## config.mk

```make
export PLATFORM = sky130hd
export DESIGN_NAME = ipi_sender
export DESIGN_NICKNAME = d
export VERILOG_FILES = /design/src/rtl/ipi_pkg.sv /design/src/rtl/ipi_dest_decode.sv /design/src/rtl/ipi_lowpri_arb.sv /design/src/rtl/ipi_sender.sv
export SDC_FILE = /design/constraint.sdc
export NUM_CORES = 1
export LEC_CHECK = 0
export BUFFER_PORTS_ARGS = -buffer_cell sky130_fd_sc_hd__buf_2
export CORE_ASPECT_RATIO = 0.9
export CORE_MARGIN = 2
export CORE_UTILIZATION = 45
export DETAILED_ROUTE_END_ITERATION = 7
export PLACE_DENSITY = 0.82
export SKIP_CTS_REPAIR_TIMING = 1
export SLEW_MARGIN = 40
export SYNTH_ARGS = -nofsm -noshare
export SYNTH_HDL_FRONTEND = slang
export SYNTH_SLANG_ARGS = --single-unit
```

## constraint.sdc

```tcl
create_clock -name clk -period 20.6 [get_ports clk]
set_input_delay 4.12 -clock clk [delete_from_list [all_inputs] [get_ports clk]]
set_output_delay 4.12 -clock clk [all_outputs]
set_load 0.005 [all_outputs]
```

## src/rtl/ipi_pkg.sv

```systemverilog
package ipi_pkg;

    typedef enum logic [1:0] {
        SH_NONE   = 2'b00,
        SH_SELF   = 2'b01,
        SH_ALL    = 2'b10,
        SH_OTHERS = 2'b11
    } shorthand_e;

    localparam logic [2:0] DM_FIXED  = 3'b000;
    localparam logic [2:0] DM_LOWEST = 3'b001;

    localparam int VEC_LSB    = 0;
    localparam int MODE_LSB   = 8;
    localparam int STATUS_BIT = 12;
    localparam int SH_LSB     = 18;
    localparam int DEST_LSB   = 24;

    localparam int VW  = 8;
    localparam int IDW = 8;

endpackage

```

## src/rtl/ipi_dest_decode.sv

```systemverilog
module ipi_dest_decode
    import ipi_pkg::*;
#(
    parameter int NCORES  = 4,
    parameter int SELF_ID = 0
) (
    input  shorthand_e         sh,
    input  logic [IDW-1:0]     dest,
    output logic [NCORES-1:0]  addr_mask
);

    for (genvar i = 0; i < NCORES; i++) begin : g_ep
        localparam logic [IDW-1:0] MY_ID = IDW'(i);
        localparam logic           IS_SELF = (i == SELF_ID);
        assign addr_mask[i] = (sh == SH_NONE)   ? (dest == MY_ID) :
                              (sh == SH_SELF)   ? IS_SELF :
                              (sh == SH_ALL)    ? 1'b1 :
                                                  !IS_SELF;
    end

endmodule

```

## src/rtl/ipi_lowpri_arb.sv

```systemverilog
module ipi_lowpri_arb
    import ipi_pkg::*;
#(
    parameter int NCORES = 4,
    parameter int PW     = 8
) (
    input  logic                 clk,
    input  logic                 rst_n,
    input  logic [NCORES-1:0]    cand,
    input  logic [VW-1:0]        vec,
    input  logic [NCORES-1:0]    svc_act,
    input  logic [NCORES*VW-1:0] svc_vec,
    input  logic [NCORES*PW-1:0] tpr,
    output logic [NCORES-1:0]    pick
);

    localparam int IXW = (NCORES > 1) ? $clog2(NCORES) : 1;

    logic [PW-1:0]     tpr_a [NCORES];
    logic [NCORES-1:0] focus;

    for (genvar i = 0; i < NCORES; i++) begin : g_slot
        assign tpr_a[i] = tpr[i*PW +: PW];
        assign focus[i] = cand[i] && svc_act[i] && (svc_vec[i*VW +: VW] == vec);
    end

    logic           found;
    logic [IXW-1:0] best_idx;
    logic [PW-1:0]  best_tpr;

    always_comb begin
        found    = 1'b0;
        best_idx = '0;
        best_tpr = '1;
        pick     = '0;
        for (int i = 0; i < NCORES; i++) begin
            if (focus[i] && !found) begin
                found    = 1'b1;
                best_idx = IXW'(i);
            end
        end
        if (!found) begin
            for (int i = 0; i < NCORES; i++) begin
                if (cand[i] && (!found || (tpr_a[i] < best_tpr))) begin
                    found    = 1'b1;
                    best_tpr = tpr_a[i];
                    best_idx = IXW'(i);
                end
            end
        end
        if (found) begin
            pick[best_idx] = 1'b1;
        end
    end

    AST_PICK_SINGLE: assert property (@(posedge clk) disable iff (!rst_n)
        $onehot0(pick) && ((|cand) -> (|pick)));
    AST_FOCUS_WINS: assert property (@(posedge clk) disable iff (!rst_n)
        (|(cand & svc_act)) && (|focus) |-> (|(pick & focus)));

endmodule

```

## src/rtl/ipi_sender.sv

```systemverilog
module ipi_sender
    import ipi_pkg::*;
#(
    parameter int NCORES  = 4,
    parameter int SELF_ID = 0,
    parameter int PW      = 8
) (
    input  logic                 clk,
    input  logic                 rst_n,
    input  logic                 wr_en,
    input  logic                 wr_sel,
    input  logic [31:0]          wr_data,
    output logic [31:0]          rd_lo,
    output logic [31:0]          rd_hi,
    input  logic [NCORES*PW-1:0] core_tpr,
    input  logic [NCORES-1:0]    core_svc_act,
    input  logic [NCORES*VW-1:0] core_svc_vec,
    output logic [NCORES-1:0]    msg_valid,
    output logic [VW-1:0]        msg_vector,
    input  logic [NCORES-1:0]    ep_accept
);

    typedef struct packed {
        logic [VW-1:0]     vec;
        logic [2:0]        mode;
        shorthand_e        sh;
        logic [IDW-1:0]    dest;
        logic [NCORES-1:0] pend;
    } state_t;

    state_t st_d, st_q;

    logic              busy;
    logic              start;
    shorthand_e        wr_sh;
    logic [2:0]        wr_mode;
    logic [VW-1:0]     wr_vec;
    logic [NCORES-1:0] addr_mask;
    logic [NCORES-1:0] lp_pick;
    logic [NCORES-1:0] tgt_mask;
    logic              unused_bits;

    assign wr_sh       = shorthand_e'(wr_data[SH_LSB +: 2]);
    assign wr_mode     = wr_data[MODE_LSB +: 3];
    assign wr_vec      = wr_data[VEC_LSB +: VW];
    assign unused_bits = ^{wr_data[23:20], wr_data[17:11]};

    assign busy  = |st_q.pend;
    assign start = wr_en && !wr_sel && !busy;

    ipi_dest_decode #(
        .NCORES  (NCORES),
        .SELF_ID (SELF_ID)
    ) u_decode (
        .sh        (wr_sh),
        .dest      (st_q.dest),
        .addr_mask (addr_mask)
    );

    ipi_lowpri_arb #(
        .NCORES (NCORES),
        .PW     (PW)
    ) u_arb (
        .clk     (clk),
        .rst_n   (rst_n),
        .cand    (addr_mask),
        .vec     (wr_vec),
        .svc_act (core_svc_act),
        .svc_vec (core_svc_vec),
        .tpr     (core_tpr),
        .pick    (lp_pick)
    );

    assign tgt_mask = (wr_mode == DM_LOWEST) ? lp_pick : addr_mask;

    always_comb begin
        st_d      = st_q;
        st_d.pend = st_q.pend & ~ep_accept;
        if (wr_en && wr_sel) begin
            st_d.dest = wr_data[DEST_LSB +: IDW];
        end
        if (start) begin
            st_d.vec  = wr_vec;
            st_d.mode = wr_mode;
            st_d.sh   = wr_sh;
            st_d.pend = tgt_mask;
        end
    end

    always_ff @(posedge clk) begin
        if (!rst_n) begin
            st_q <= '0;
        end else begin
            st_q <= st_d;
        end
    end

    assign msg_valid  = st_q.pend;
    assign msg_vector = st_q.vec;
    assign rd_lo      = {12'b0, st_q.sh, 5'b0, busy, 1'b0, st_q.mode, st_q.vec};
    assign rd_hi      = {st_q.dest, 24'b0};

    AST_VALID_HELD: assert property (@(posedge clk) disable iff (!rst_n)
        1'b1 |=> ((msg_valid & $past(msg_valid & ~ep_accept)) == $past(msg_valid & ~ep_accept)));
    AST_BUSY_WRITE_IGNORED: assert property (@(posedge clk) disable iff (!rst_n)
        busy && wr_en && !wr_sel |=> $stable(st_q.vec) && $stable(st_q.mode) && $stable(st_q.sh));
    AST_STATUS_DROPS: assert property (@(posedge clk) disable iff (!rst_n)
        busy && ((msg_valid & ~ep_accept) == '0) |=> !rd_lo[STATUS_BIT]);
    AST_OTHERS_SKIPS_SELF: assert property (@(posedge clk) disable iff (!rst_n)
        start && (wr_sh == SH_OTHERS) |=> !msg_valid[SELF_ID]);
    AST_IDLE_STAYS_IDLE: assert property (@(posedge clk) disable iff (!rst_n)
        !busy && !start |=> !rd_lo[STATUS_BIT] && (msg_valid == '0));

endmodule

```

### Yosys cells after proc, flatten, opt, wreduce, memory -nomap -nowiden

Cells that the tools add are included.

| word-level totals | value |
|---|---|
| output and inout bits | 76 |
| register bits after elaboration | 25 |

| operators by class | value |
|---|---|
| multiplexer cells | 38 |
| equality and inequality tests | 10 |
| $lt $le $gt $ge | 6 |
| reductions and logical operators | 35 |
| bitwise gates (word level) | 2 |

Operators by type and width:

| kind | number |
|---|---|
| 2-to-1 mux 8 bit | 6 |
| equality test 8 bit | 4 |
| < comparator 8 bit | 3 |
| 2-to-1 mux 1 bit | 21 |
| logical AND 1 bit | 19 |
| equality test 8 x 2 -> 1 bit, second input constant | 2 |
| 2-to-1 mux 2 bit | 7 |
| 2-to-1 mux 4 bit | 3 |
| zero test 1 bit | 9 |
| equality test 8 x 1 -> 1 bit, second input constant | 1 |
| zero test 8 bit | 1 |
| < comparator 8 bit, second input constant | 1 |
| bitwise AND 4 bit | 1 |
| logical OR 1 bit | 4 |
| inverter 4 bit | 1 |
| OR reduction 4 bit | 1 |
| equality test 3 x 1 -> 1 bit, second input constant | 1 |
| < comparator 2 x 3 -> 1 bit, second input constant | 1 |
| demux 1 bit (select 2 bit) | 1 |
| equality test 2 x 1 -> 1 bit, second input constant | 1 |
| equality test 2 bit, second input constant | 1 |
| greater-or-equal comparator 2 x 1 -> 1 bit, second input constant | 1 |
| zero test 2 bit | 1 |

### Longest topological paths before layout

| depth | value |
|---|---|
| depth in word-level cells | 43 |
| depth in mapped cells | 37 |
| depth with buffers taken out | 34 |

### Hierarchy

From an unflattened synthesis, not the netlist that was laid out.

| unflattened totals | value |
|---|---|
| cells, all modules | 379 |
| area, all modules | 3184.3 um2 |

By module, submodules not included:

| module | area an instance (um2) | cells each | times used |
|---|---|---|---|
| ipi_lowpri_arb | 1636.6 | 198 | 1 |
| ipi_sender | 1440.1 | 167 | 1 |
| ipi_dest_decode | 107.6 | 14 | 1 |

### Worst setup path before layout

No wires, ideal clock.

| timing | value |
|---|---|
| path kind | in2reg |
| start point | in wr_data[19] |
| end point | reg st_q, in the netlist msg_valid[0] |
| data required time | 20.534 ns |
| stages on the path | 36 |
| path buffers | 3 |
| arrival | 10.535 ns |
| setup time | 0.066 ns |
| setup slack | 9.998 ns |
| path through | inv_1 -> ha_1 -> nor4b_4 -> nand2_1 -> o21a_1 -> clkbuf_1 -> nor2_1 -> ha_1 -> a21oi_1 -> nand2_1 -> a211oi_1 -> nand3_1 -> nand2_1 -> nor2_1 -> clkbuf_1 -> o21ai_0 -> o31ai_1 -> ha_1 -> a21o_1 -> a21o_1 -> a21o_1 -> or3_1 -> a2111oi_4 -> a311oi_2 -> a31o_1 -> buf_6 -> mux2_2 -> ha_1 -> nand3_1 -> a2111oi_0 -> nand4_1 -> a31oi_1 -> and4_1 -> nor3_1 -> a211o_1 -> a21oi_2 |

| on the way | value |
|---|---|
| word-level cells in the longest chain between the ends | 43 |
| elaborated cells between the ends (all ways) | 73 |

RTL lines:

| element | RTL line | RTL |
|---|---|---|
| start, declared | ipi_sender.sv:12 | `input logic [31:0] wr_data,` |
| equality test 2 bit | ipi_dest_decode.sv:17 | `(sh == SH_ALL) ? 1'b1 :` |
| 2-to-1 mux 1 bit | ipi_dest_decode.sv:17 |  |
| 2-to-1 mux 1 bit | ipi_dest_decode.sv:16 | `(sh == SH_SELF) ? IS_SELF :` |
| 2-to-1 mux 1 bit | ipi_dest_decode.sv:15 | `assign addr_mask[i] = (sh == SH_NONE) ? (dest == MY_ID) :` |
| logical AND 1 bit (2 in a row) | ipi_lowpri_arb.sv:24 | `assign focus[i] = cand[i] && svc_act[i] && (svc_vec[i*VW +: VW] == vec);` |
| 2-to-1 mux 1 bit | ipi_lowpri_arb.sv:37 | `if (focus[i] && !found) begin` |
| zero test 1 bit | ipi_lowpri_arb.sv:37 |  |
| logical AND 1 bit | ipi_lowpri_arb.sv:37 |  |
| [... 26 more ...] | -- |  |
| 2-to-1 mux 2 bit | ipi_lowpri_arb.sv:42 | `if (!found) begin` |
| < comparator 2 x 3 -> 1 bit (implied by the code) or greater-or-equal comparator 2 x 1 -> 1 bit (tied branches) | ipi_lowpri_arb.sv:52 | `pick[best_idx] = 1'b1;` |
| logical AND 1 bit (implied by the code) | ipi_lowpri_arb.sv:52 |  |
| 2-to-1 mux 1 bit (implied by the code) | ipi_lowpri_arb.sv:52 |  |
| demux 1 bit (select 2 bit) | -- |  |
| 2-to-1 mux 4 bit | ipi_lowpri_arb.sv:51 | `if (found) begin` |
| 2-to-1 mux 4 bit (*) | ipi_sender.sv:74 | `assign tgt_mask = (wr_mode == DM_LOWEST) ? lp_pick : addr_mask;` |
| 2-to-1 mux 4 bit (*) | ipi_sender.sv:82 | `if (start) begin` |
| end signal, assigned | ipi_sender.sv:94 | `st_q <= st_d;` |
| end, declared | ipi_sender.sv:31 | `state_t st_d, st_q;` |

Every way passes the cells marked *; elsewhere a longest branch is shown, timed or not. The select of a mux whose other input is x is not followed.
A chain may end at the register's enable or synchronous reset.

### Worst setup path in the final report

Ends and elaborated chain as after synthesis.

==> flow_metrics.env <==
export IMPL_layout_nets=662
export IMPL_area_growth_pct=15.7
export IMPL_rsz0062_at_grt="no"
export IMPL_multi_input_area_mm2=0.00235
export IMPL_worstHoldPathCells=2
export IMPL_r2r_end="msg_valid[0]$_SDFF_PN0_"
export IMPL_die_h_um=84.4
export IMPL_max_freq_ghz=0.0865
export IMPL_h_tree_depth=1
export IMPL_place_congestion=0.868
export IMPL_fin_area_mm2=0.00373
export IMPL_tightestPinTransition_ns=0.614
export IMPL_synth_edff_count=0
export IMPL_critPathSlowestCell="nor2_1"
export IMPL_num_rows=29
export IMPL_vdd_ir_drop_max_uv=32.8
export IMPL_clk_pin_slew_ns=0.08
export IMPL_finalWirelength_um=9000
export IMPL_utilization_pct=53.3
export IMPL_die_w_um=93.3
export IMPL_synthArstFlopShare_pct=0
export IMPL_synthCells=428
export IMPL_mappedNetlistArea_mm2=0.00323
export IMPL_slowest_delay_ns=0.50
export IMPL_final_cell_mix="buf_2, nand2_1, conb_1"
export IMPL_dieArea_mm2=0.00787
export IMPL_dpl_instance_area_mm2=0.00369
export IMPL_vias=3341
export IMPL_antenna_left=0
export IMPL_worst_path_max_fanout=11
export IMPL_min_delay_start="rd_lo[18]$_SDFFE_PN0P_"
export IMPL_cts_buffers_inserted=3
export IMPL_seq_area_frac_synth_pct=15.5
export IMPL_grt_first_pass_wirelength_um=14300
export IMPL_grt_overflow_total=0
export IMPL_dp_hpwl_um=7570
export IMPL_io_pins=184
export IMPL_tns_ns=0
export IMPL_clock_latency_ns=0.27
export IMPL_ys_types=64
export IMPL_drv_cap=0
export IMPL_io_buffers=130
export IMPL_final_common_cell="buf_2"
export IMPL_worst_ep_arrival_time_ns=11.77
export IMPL_critical_path_most_common_cell="ha_1"
export IMPL_grt_max_degree=26
export IMPL_outcome="complete, no violations"
export IMPL_drtPass1Iterations=4
export IMPL_root_buffer="clkbuf_8"
export IMPL_cp_required_ns=20.80
export IMPL_min_to="rd_lo[18]$_SDFFE_PN0P_"
export IMPL_power_density_mw_per_mm2=42.9
export IMPL_route_detailed_drc=0
export IMPL_diodes=0
export IMPL_final_min_clock_period_ns=11.56
export IMPL_p_leak_nw=1.74
export IMPL_fill_cells=676
export IMPL_endpoint_kind="flop"
export IMPL_final_layout_size_suffix_gt1_share_pct=29.5
export IMPL_syn_avg_cell_area_um2=7.54
export IMPL_hold_viol=0
export IMPL_drtIter0Drc=181
export IMPL_seq_area_um2=500
export IMPL_cts_sinks=25
export IMPL_finalSetupViolations=0
export IMPL_wl_per_cell_um=14.4
export IMPL_clockBufferDepth=2
export IMPL_start_kind="primary input"
export IMPL_antenna_found_initial=0
export IMPL_ys_flop_type="dfxtp_1"
export IMPL_yosys_warnings=0
export IMPL_maxSlewViolCount=0
export IMPL_worst_r2r_cell_count=30
export IMPL_core_area_mm2=0.00700
export IMPL_slew_headroom_pct=58.9
export IMPL_initial_core_util_pct=46.1
export IMPL_rrSetupSlack_ns=12.95
export IMPL_vias_per_cell=5.35
export IMPL_min_period_over_period_pct=56.1
export IMPL_cts_tree="done"
export IMPL_crit_type="primary input to flop"
export IMPL_grt_usage_pct=21.8
export IMPL_hp_class="flop to flop"
export IMPL_r2r_start="rd_hi[31]$_SDFFE_PN0P_"
export IMPL_ys_ff_latch=25
export IMPL_first_global_vias=3187
export IMPL_finClkSkew_ns=0.00554
routing by layer:
layer  part of all wire [%]  up-vias  wire length, um  track usage (%)
li1                       -     1642                -                -
met1                     43     1546             3850             27.1
met2                     49      138             4390             38.9
met3                    7.2       15              646             3.95
met4                    1.2        0              109             5.21
met5                      0        -                0                0
report_power, final:
| part | switching (mW) | internal, mW |
|---|---|---|
| clock network | 0.0156 | 0.0138 |
| registers | 0.00274 | 0.0510 |
| logic | 0.0427 | 0.0344 |
| total | 0.0610 | 0.0993 |
worst max-delay path by stage:
stage / startpoint / slack, ns / to / cells past startpoint
6_report: wr_data[19] / 9.04 / msg_valid[0]$_SDFF_PN0_ / 33
5_1_grt: wr_data[19] / 8.32 / msg_valid[3]$_SDFF_PN0_ / 34
4_1_cts: wr_data[19] / 9.12 / msg_valid[0]$_SDFF_PN0_ / 33
3_5_place_dp: wr_data[19] / 8.88 / msg_valid[0]$_SDFF_PN0_ / 33
3_3_place_gp: wr_data[19] / 8.95 / msg_valid[0]$_SDFF_PN0_ / 33
2_1_floorplan: wr_data[19] / 10.0 / msg_valid[0]$_SDFF_PN0_ / 36
stage by stage:
step           cells  hold slack, ns  power, mW  worst slack, ns
6_report         625           0.470      0.160             9.04
5_1_grt          625           0.507      0.172             8.32
4_1_cts          625           0.475      0.160             9.12
3_5_place_dp     621           0.463      0.131             8.88
3_3_place_gp     621           0.450      0.129             8.95
2_1_floorplan    469           0.460      0.113             10.0
state kept, by name, indices dropped and copies added (netlist names):
| name | count |
|---|---|
| rd_hi | 8 |
| rd_lo | 5 |
| msg_vector | 8 |
| msg_valid | 4 |
area by class of cell:
type	instances	share of cell area (%)
flip-flops and latches	25	13.4
clock buffers	4	1.21
repair buffers	132	17.8
multi-input cells	356	62.9
well taps	93	3.12
inverters	15	1.51
worst max-delay path: cells and delay by family:
| family | cells | cell delay (ns) |
|---|---|---|
| fa+ha+maj | 4 | 1.19 |
| compound gates | 14 | 3.31 |
| simple gates | 12 | 2.60 |
| mux | 1 | 0.34 |
| buf+inv | 2 | 0.18 |
cell usage after synthesis, types with 3 or more instances:
| master | count | area share, % |
|---|---|---|
| clkbuf_1 | 20 | 2.3 |
| nor2b_1 | 6 | 1.2 |
| nor3_1 | 13 | 2.0 |
| and2_1 | 3 | 0.58 |
| nand3_1 | 17 | 2.6 |
| xnor2_1 | 28 | 7.6 |
| mux2_2 | 7 | 2.4 |
| or4_1 | 3 | 0.70 |
| dfxtp_1 | 25 | 16 |
| nor2_1 | 22 | 2.6 |
| xor2_1 | 5 | 1.4 |
| o21a_1 | 3 | 0.70 |
| a211o_1 | 3 | 0.81 |
| nand4_1 | 9 | 1.7 |
| a31oi_1 | 3 | 0.58 |
| o21ai_0 | 17 | 2.6 |
| o31ai_1 | 7 | 1.6 |
| nand2_1 | 50 | 5.8 |
| a21boi_0 | 21 | 4.9 |
| nand2b_1 | 3 | 0.58 |
| a21oi_1 | 14 | 2.2 |
| a21o_1 | 4 | 0.93 |
| inv_1 | 15 | 1.7 |
| and4_1 | 3 | 0.81 |
| a211oi_1 | 6 | 1.4 |
| buf_4 | 51 | 12 |
| ha_1 | 21 | 8.1 |
| nor4_1 | 3 | 0.58 |
cell families after synthesis:
| group | count (synthesis) | share of synthesized area, % |
|---|---|---|
| and+or+nand+nor | 154 | 26.1 |
| AOI/OAI and AO/OA | 99 | 22.1 |
| buffers and inverters | 88 | 16.6 |
| xor gates and xnor gates | 33 | 8.95 |
| DFF | 25 | 15.5 |
| adders and majority gates | 21 | 8.14 |
| muxes | 7 | 2.44 |
| other | 1 | 0.116 |
Note: power is estimated with default switching activity, not from simulation.
